===== src/rtl/sscfg_seq.sv =====
module sscfg_seq #(
  parameter int CNT_W        = 16,
  parameter int PROG_LOW_CYC = 4,
  parameter int HALF_CYC     = 2,
  parameter int INIT_TMO     = 40,
  parameter int DONE_TMO     = 16
) (
  input  logic             clk,
  input  logic             rst_n,
  input  logic             start_i,
  input  logic [CNT_W-1:0] byte_count_i,
  input  logic [7:0]       s_data_i,
  input  logic             s_valid_i,
  input  logic             s_error_i,
  output logic             s_ready_o,
  output logic             prog_n_o,
  output logic             cclk_o,
  output logic             din_o,
  input  logic             init_n_i,
  input  logic             done_i,
  output logic             busy_o,
  output logic             success_o,
  output logic             fail_o,
  output logic [1:0]       err_code_o
);

  localparam int TMR_MAX0 = (PROG_LOW_CYC > HALF_CYC) ? PROG_LOW_CYC : HALF_CYC;
  localparam int TMR_MAX  = (TMR_MAX0 > INIT_TMO) ? TMR_MAX0 : INIT_TMO;
  localparam int TMR_W    = $clog2(TMR_MAX + 1);
  localparam int PC_W     = $clog2(DONE_TMO + 1);

  localparam logic [TMR_W-1:0] PROG_END = TMR_W'(PROG_LOW_CYC - 1);
  localparam logic [TMR_W-1:0] HALF_END = TMR_W'(HALF_CYC - 1);
  localparam logic [TMR_W-1:0] INIT_END = TMR_W'(INIT_TMO - 1);
  localparam logic [PC_W-1:0]  DONE_END = PC_W'(DONE_TMO - 1);

  localparam logic [1:0] CODE_OK     = 2'd0;
  localparam logic [1:0] CODE_INIT   = 2'd1;
  localparam logic [1:0] CODE_DONE   = 2'd2;
  localparam logic [1:0] CODE_STREAM = 2'd3;

  typedef enum logic [2:0] {
    ST_IDLE, ST_PROG, ST_WAIT_INIT, ST_FETCH,
    ST_BIT_LO, ST_BIT_HI, ST_TRAIL_LO, ST_TRAIL_HI
  } state_t;

  state_t           state;
  logic [TMR_W-1:0] tmr;
  logic [PC_W-1:0]  pulses;
  logic [2:0]       bit_idx;
  logic [7:0]       shreg;
  logic [CNT_W-1:0] remain;

  wire half_done = (tmr == HALF_END);

  assign prog_n_o  = (state != ST_PROG);
  assign cclk_o    = (state == ST_BIT_HI) || (state == ST_TRAIL_HI);
  assign din_o     = shreg[7];
  assign s_ready_o = (state == ST_FETCH);
  assign busy_o    = (state != ST_IDLE);

  always_ff @(posedge clk or negedge rst_n) begin
    if (!rst_n) begin
      state      <= ST_IDLE;
      tmr        <= '0;
      pulses     <= '0;
      bit_idx    <= '0;
      shreg      <= '0;
      remain     <= '0;
      success_o  <= 1'b0;
      fail_o     <= 1'b0;
      err_code_o <= CODE_OK;
    end else begin
      success_o <= 1'b0;
      fail_o    <= 1'b0;
      case (state)
        ST_IDLE: begin
          if (start_i) begin
            remain     <= byte_count_i;
            tmr        <= '0;
            err_code_o <= CODE_OK;
            state      <= ST_PROG;
          end
        end
        ST_PROG: begin
          if (tmr == PROG_END) begin
            tmr   <= '0;
            state <= ST_WAIT_INIT;
          end else begin
            tmr <= tmr + 1'b1;
          end
        end
        ST_WAIT_INIT: begin
          if (init_n_i) begin
            tmr    <= '0;
            pulses <= '0;
            state  <= (remain == '0) ? ST_TRAIL_LO : ST_FETCH;
          end else if (tmr == INIT_END) begin
            fail_o     <= 1'b1;
            err_code_o <= CODE_INIT;
            state      <= ST_IDLE;
          end else begin
            tmr <= tmr + 1'b1;
          end
        end
        ST_FETCH: begin
          if (s_valid_i) begin
            if (s_error_i) begin
              fail_o     <= 1'b1;
              err_code_o <= CODE_STREAM;
              state      <= ST_IDLE;
            end else begin
              shreg   <= s_data_i;
              bit_idx <= '0;
              tmr     <= '0;
              state   <= ST_BIT_LO;
            end
          end
        end
        ST_BIT_LO: begin
          if (half_done) begin
            tmr   <= '0;
            state <= ST_BIT_HI;
          end else begin
            tmr <= tmr + 1'b1;
          end
        end
        ST_BIT_HI: begin
          if (half_done) begin
            tmr <= '0;
            if (bit_idx == 3'd7) begin
              remain <= remain - 1'b1;
              pulses <= '0;
              state  <= (remain == CNT_W'(1)) ? ST_TRAIL_LO : ST_FETCH;
            end else begin
              bit_idx <= bit_idx + 1'b1;
              shreg   <= {shreg[6:0], 1'b0};
              state   <= ST_BIT_LO;
            end
          end else begin
            tmr <= tmr + 1'b1;
          end
        end
        ST_TRAIL_LO: begin
          if (done_i) begin
            success_o <= 1'b1;
            state     <= ST_IDLE;
          end else if (half_done) begin
            tmr   <= '0;
            state <= ST_TRAIL_HI;
          end else begin
            tmr <= tmr + 1'b1;
          end
        end
        ST_TRAIL_HI: begin
          if (done_i) begin
            success_o <= 1'b1;
            state     <= ST_IDLE;
          end else if (half_done) begin
            tmr <= '0;
            if (pulses == DONE_END) begin
              fail_o     <= 1'b1;
              err_code_o <= CODE_DONE;
              state      <= ST_IDLE;
            end else begin
              pulses <= pulses + 1'b1;
              state  <= ST_TRAIL_LO;
            end
          end else begin
            tmr <= tmr + 1'b1;
          end
        end
        default: state <= ST_IDLE;
      endcase
    end
  end

endmodule


===== config.mk =====
export PLATFORM = sky130hd
export DESIGN_NAME = sscfg_seq
export DESIGN_NICKNAME = d
export VERILOG_FILES = /design/src/rtl/sscfg_seq.sv
export SDC_FILE = /design/constraint.sdc
export NUM_CORES = 1
export LEC_CHECK = 0
export CORE_MARGIN = 4
export CORE_UTILIZATION = 48
export DETAILED_ROUTE_END_ITERATION = 7
export PLACE_DENSITY_LB_ADDON = 0.3
export SETUP_SLACK_MARGIN = 0.1
export SLEW_MARGIN = 5
export SYNTH_ARGS = -nofsm -noshare
export SYNTH_HDL_FRONTEND = slang
export SYNTH_SLANG_ARGS = --single-unit
export TNS_END_PERCENT = 100

===== constraint.sdc =====
create_clock -name clk -period 2.7 [get_ports clk]
set_input_delay 0.54 -clock clk [delete_from_list [all_inputs] [get_ports clk]]
set_output_delay 0.54 -clock clk [all_outputs]
set_load 0.02 [all_outputs]

==> impl_metrics.py, run 1 <==
metrics = {
    "outcome": {
        "status": "completed",
    },
    "clocking": {
        "cts_root_buffer": "clkbuf_8",
        "cts_tree": "done",
        "cts_buffers": 5,
        "cts_hold_buf": 0,
        "clk_latency_ns": 0.30,
        "cts.reportedPaths.clkPinSlew_ns": 0.08,
        "cts.sinks": 45,
        "cts.path.max_buffers": 2,
        "htreeDepth": 2,
    },
    "logic_synthesis": {
        "synthArstFlopShare_pct": 100,
        "synth_top_area_cell": "dfrtp_1",
        "ys.warnings.count": 0,
        "avgSynthCellArea_sq_um": 8.24,
        "synth-seq-cells": 45,
        "synth.most_common_cell": "dfrtp_1",
        "netlist_area_sq_um": 2830,
        "yosysSeqAreaShare_pct": 39.8,
        "synth_edf_count": 0,
        "ys_types": 51,
        "synth_cells": 343,
        "synth.top_cells.by_count": "45 x dfrtp_1, 38 x nand2_1, 34 x nor2_1",
        "netlist_top_cells_area": "dfrtp_1 40%, nand2_1 5.0%, a21oi_1 5.0%, nor2_1 4.5%, ha_1 4.4%",
        "synth_top_area_share_pct": 39.8,
        "syn-num-nets": 384,
        "synth_flop_cell": "dfrtp_1",
    },
    "drt": {
        "drc": 0,
        "wl_microns": 6540,
        "drtPass1Iterations": 5,
        "drtAntennaViolNets": 0,
        "routedWlPerCell_microns": 14.5,
        "initialDrtViolationCount": 193,
        "vias": 2687,
        "viasPerCell": 5.96,
    },
    "floorplan": {
        "boundaryPins": 40,
        "initial_utilization_pct": 50.4,
        "num_rows": 27,
        "fp.dieW_microns": 84.8,
        "die-area_sq_um": 7180,
        "core_sq_um": 5610,
        "die_h_microns": 84.8,
    },
    "global_route": {
        "antenna_found_initial": 0,
        "grt_util_met3_pct": 3.43,
        "grt_pass1_vias": 2526,
        "use_met2_pct": 32.0,
        "grtUsageTotal_pct": 19.1,
        "grt_busiest_layer": "met2",
        "grt-ovfl-total": 0,
        "grt_util_met1_pct": 24.7,
        "grt_max_degree": 39,
        "grt_pass1_wl_microns": 11500,
    },
    "timing": {
        "layout_worst_path_cycle_share_pct": 92.5,
        "clock.fmax_mhz": 400,
        "fin_crit_ns": 2.50,
        "setup_violations": 0,
        "tns_ns": 0,
        "finClkSkew_ns": 0.00810,
        "worst_slew_pin_slew_ns": 0.723,
        "fin_ws_ns": 0.202,
        "max-slew-margin-rel_pct": 51.3,
        "maxSlewViolCount": 0,
        "hold_viol_final": 0,
        "grt_setup_unrepaired": "false",
    },
    "setup_path": {
        "cp.required_ns": 2.16,
        "worstSetupPathType": "flip-flop to output port",
        "end_kind": "output port",
        "cp.arrival_ns": 1.96,
        "critPathMaxFanout": 19,
        "start_kind": "flip-flop",
    },
    "power": {
        "p_switching_mw": 1.39,
        "p_seq_share_pct": 35.8,
        "clkPwrFrac_pct": 15.9,
        "leakagePower_nw": 1.44,
        "fin_total_pwr_mw": 3.30,
        "power_density_nw_per_um2": 963,
        "pwr-share-comb_pct": 48.3,
        "vdd_drop_max_mv": 0.416,
        "internal_power_mw": 1.91,
        "swShare_pct": 42.1,
    },
    "flow_run": {
        "maxCapViolations": 0,
    },
    "min_path": {
        "min_path_type": "input port to async pin",
    },
    "placement": {
        "hpwl_microns": 4750,
        "routabilityCongestion": 0.916,
        "dpl.cell_count": 443,
        "place_area_sq_um": 3310,
        "dp_slack_ns": 0.233,
        "port_buffers": 39,
    },
    "cells_and_area": {
        "fin_nets": 419,
        "final-instance-count-excl-fill": 451,
        "drive_gt1_share_pct": 6.86,
        "area_growth_pct": 21.2,
        "final_area_sq_um": 3430,
        "n_antenna_cell": 0,
    },
}
==> layer usage <==
layer  up-vias  share of wire [%]
met3         9                5.9
li1       1310                  -
met1      1272                 45
met4         0                1.3
met2        96                 47
met5         -                  0
==> metrics by stage <==
step           hold slack, ns  util (%)
6_report                0.185      61.1
5_1_grt                 0.215      61.1
4_1_cts                 0.203      61.1
3_5_place_dp            0.513      59.0
3_3_place_gp            0.498      59.0
2_1_floorplan           0.244         -
==> path summary, 6_finish.rpt <==
| check | startpoint | end | slack [ns] | depth (start not counted) |
|---|---|---|---|---|
| worst max-delay path | state[0]$_DFFE_PN0P_ | prog_n_o | 0.20 | 3 |
| worst min-delay path | rst_n | err_code_o[0]$_DFFE_PN0P_ | 0.19 | 1 |
| worst max register to register | state[2]$_DFFE_PN0P_ | tmr[4]$_DFFE_PN0P_ | 0.37 | 5 |
| worst min register to register | err_code_o[1]$_DFFE_PN0P_ | err_code_o[1]$_DFFE_PN0P_ | 0.52 | 2 |
| max in group asynchronous | rst_n | state[0]$_DFFE_PN0P_ | 1.78 | 2 |
| min in group clk | err_code_o[1]$_DFFE_PN0P_ | err_code_o[1]$_DFFE_PN0P_ | 0.52 | 2 |
==> power groups by stage <==
stage / registers (mW) / clock network, mW / logic [mW]
after CTS: 1.17 / 0.545 / 1.59
after global routing: 1.22 / 0.577 / 1.79
after floorplan: 1.10 / 0 / 1.17
after detailed placement: 1.18 / 0 / 1.59
after global placement: 1.17 / 0 / 1.56
final: 1.18 / 0.524 / 1.59
==> cell usage in the layout (no fill, tap or decap), types with 5 or more instances in the layout <==
cell type | Yosys | layout
dfrtp_1 | 45 | 44
nand2_1 | 38 | 38
clkdlybuf4s50_1 | 0 | 38
nor2_1 | 34 | 34
a21oi_1 | 28 | 28
inv_1 | 18 | 18
o21ai_0 | 16 | 16
nand3_1 | 14 | 14
a31oi_1 | 11 | 11
o21ai_1 | 10 | 10
ha_1 | 10 | 10
buf_4 | 0 | 8
nand2b_1 | 7 | 7
nor3_1 | 7 | 7
nor4_1 | 7 | 7
clkbuf_8 | 0 | 6
mux2i_1 | 5 | 5
==> what timing repair did <==
action | 4_1_cts | 5_1_grt
setup buffers | 0 | 0
endpoints found under the setup margin | 1 | 0
gates resized for setup | 1 | 0
==> final cells by class <==
class,instances,area (sq um)
sequential,45,1130
inverter,18,67.6
fill,514,2180
tap,72,90.1
timing repair buffer,48,465
clock inverter,1,30.0
clock buffer,7,86.3
multi-input combinational,260,1560
==> cell families (layout without fill, tap and decap cells) <==
family	count (synthesis)	count (layout)	synth area share [%]
AOI/OAI and AO/OA	108	108	24.4
adders and majority gates	10	10	4.42
buffers and inverters	38	74	5.04
DFF	45	45	39.8
muxes	5	5	1.77
and+or+nand+nor	137	137	24.6
==> registers in the layout, indices dropped and copies added (netlist names) <==
signal and flops:
remain 16, success_o 1, fail_o 1, state 3, bit_idx 3, err_code_o 2
tmr 6, shreg 8, pulses 5
==> critical path: stages, from the launching register on <==
cell and delay, ns:
dfrtp_2 0.56, nor2b_1 0.47, nand2b_1 0.09, clkdlybuf4s50_1 0.55
Note: power is estimated with default switching activity, not from simulation.
==> inputs of run 2 (changes only) <==
--- a/config.mk
+++ b/config.mk
@@ -5,8 +5,10 @@
 export SDC_FILE = /design/constraint.sdc
 export NUM_CORES = 1
 export LEC_CHECK = 0
+export CELL_PAD_IN_SITES_DETAIL_PLACEMENT = 1
+export CELL_PAD_IN_SITES_GLOBAL_PLACEMENT = 2
 export CORE_MARGIN = 4
-export CORE_UTILIZATION = 48
+export CORE_UTILIZATION = 32
 export DETAILED_ROUTE_END_ITERATION = 7
 export PLACE_DENSITY_LB_ADDON = 0.3
 export SETUP_SLACK_MARGIN = 0.1
==> run 2 against run 1 <==
Net effect: sequential power barely moved; hold slack improved by 0.076 ns; clock skew increased by 0.0011 ns; setup slack improved by 0.037 ns; final cell count grew 9.8%; die area is 45% higher; clock-buffer cell count decreased by 2; global-route usage down 3.0 points; critical endpoint is now busy_o; highest routed layer unchanged.
==> impl_metrics.py, run 2 (synthesis results as in run 1) <==
metrics = {
    "cells_and_area": {
        "drive_gt1_share_pct": 8.79,
        "regMostFlops": "remain",
        "fill_cells": 1047,
        "final_common_cell": "dfrtp_1",
        "final_cell_mix": "45 x dfrtp_1, 38 x nand2_1, 38 x clkdlybuf4s50_1",
        "largest_register_ff_count": 16,
        "n_antenna_cell": 0,
        "area_growth_pct": 25.0,
        "reg.largest.list": "remain x16, shreg x8, tmr x6",
        "multiInputGateArea_sq_um": 1560,
        "fin_nets": 427,
        "seqCellArea_sq_um": 1130,
    },
    "floorplan": {
        "die_h_microns": 102,
        "initial_utilization_pct": 32.6,
        "core_sq_um": 8680,
        "fp.dieW_microns": 102,
        "die-area_sq_um": 10400,
        "num_rows": 34,
        "boundaryPins": 40,
    },
    "timing": {
        "hold_slack_ns": 0.261,
        "maxSlewViolCount": 0,
        "fin_crit_ns": 2.46,
        "hold_viol_final": 0,
        "clock.fmax_mhz": 406,
        "tns_ns": 0,
        "layout_worst_path_cycle_share_pct": 91.2,
        "max-slew-margin-rel_pct": 55.7,
        "grt_setup_unrepaired": "false",
        "finClkSkew_ns": 0.00921,
        "setup_violations": 0,
        "worst_slew_pin_slew_ns": 0.664,
    },
    "drt": {
        "viasPerCell": 5.45,
        "drtAntennaViolNets": 0,
        "vias": 2697,
        "routedWlPerCell_microns": 15.8,
        "drc": 0,
        "initialDrtViolationCount": 93,
        "drtPass1Iterations": 4,
        "wl_microns": 7810,
    },
    "global_route": {
        "antenna_found_initial": 0,
        "grt_pass1_vias": 2788,
        "grt_max_degree": 34,
        "grt-ovfl-total": 0,
        "grt_pass1_wl_microns": 13500,
        "grtUsageTotal_pct": 16.0,
    },
    "setup_path": {
        "end_kind": "output port",
        "r2r-end": "tmr[4]$_DFFE_PN0P_",
        "r2r_setup_slack_ns": 0.42,
        "worstSetupPathType": "flip-flop to output port",
        "start_kind": "flip-flop",
        "crit_start": "state[2]$_DFFE_PN0P_",
        "r2r_start": "tmr[0]$_DFFE_PN0P_",
        "r2r_cells": 6,
        "crit_end": "busy_o",
        "cp.required_ns": 2.16,
        "cp.arrival_ns": 1.92,
        "critPathMaxFanout": 19,
    },
    "clocking": {
        "clk_latency_ns": 0.30,
        "cts.sinks": 45,
        "htreeDepth": 2,
        "cts_root_buffer": "clkbuf_8",
        "cts_setup_buffers": 0,
        "cts-resized-gates": 0,
        "cts.path.max_buffers": 2,
        "cts_hold_buf": 0,
        "cts_tree": "done",
        "cts_buffers": 5,
        "cts.reportedPaths.clkPinSlew_ns": 0.09,
    },
    "placement": {
        "port_buffers": 39,
        "hpwl_microns": 5790,
        "routabilityCongestion": 0.777,
    },
    "min_path": {
        "min_path_type": "input port to async pin",
    },
    "outcome": {
        "status": "completed",
    },
    "power": {
        "power_density_nw_per_um2": 991,
        "leakagePower_nw": 1.48,
        "fin_total_pwr_mw": 3.50,
        "vdd_drop_max_mv": 0.300,
    },
    "flow_run": {
        "maxCapViolations": 0,
    },
}
run 2: cell count changes in the layout (fill, tap and decap cells not counted), sizes merged:
cell,delta
buf,+8
bufinv,+1
clkbuf,-2
clkinv,+1
run 2: power by group:
part | internal, mW | leakage (nW) | switching [mW]
sequential | 0.910 | 0.563 | 0.279
combinational | 0.754 | 0.852 | 0.944
clock | 0.368 | 0.0681 | 0.248
total | 2.03 | 1.48 | 1.47
run 2: routing by layer:
| layer | part of all wire, % | GRT usage [%] |
|---|---|---|
| met4 | 0.90 | 3.73 |
| met1 | 48 | 21.4 |
| met5 | 0 | 0 |
| met3 | 3.8 | 2.53 |
| met2 | 47 | 27.3 |
run 2: through the flow:
stage | util (%) | cells | area (sq um) | setup slack (ns)
2_1_floorplan | - | 343 | 2830 | 0.542
3_3_place_gp | 39.2 | 487 | 3400 | 0.303
3_5_place_dp | 39.2 | 487 | 3400 | 0.257
4_1_cts | 40.7 | 495 | 3530 | 0.227
5_1_grt | 40.7 | 495 | 3530 | 0.150
6_report | 40.7 | 495 | 3530 | 0.239
run 2: how the worst min path moves through the flow:
| stage | from | to | slack [ns] | depth (start not counted) |
|---|---|---|---|---|
| after detailed placement | err_code_o[1]$_DFFE_PN0P_ | err_code_o[1]$_DFFE_PN0P_ | 0.52 | 2 |
| final | rst_n | err_code_o[1]$_DFFE_PN0P_ | 0.26 | 1 |
| after global routing | rst_n | err_code_o[1]$_DFFE_PN0P_ | 0.31 | 1 |
| after global placement | pulses[0]$_DFFE_PN0P_ | pulses[0]$_DFFE_PN0P_ | 0.50 | 1 |
| after CTS | rst_n | err_code_o[1]$_DFFE_PN0P_ | 0.28 | 1 |
| after floorplan | rst_n | bit_idx[0]$_DFFE_PN0P_ | 0.24 | 0 |
run 2: cell type report:
type / count / area share (%)
timing repair buffer: 56 / 14.5
clock inverter: 3 / 1.84
inverter: 18 / 1.91
tap: 108 / 3.82
sequential: 45 / 31.9
multi-input combinational: 260 / 44.1
clock buffer: 5 / 1.95
run 2: critical path, cell delays in order (launching register included):
cell and delay (ns):
dfrtp_1 0.70, nor2_1 0.12, nand2_1 0.16, clkdlybuf4s50_1 0.63
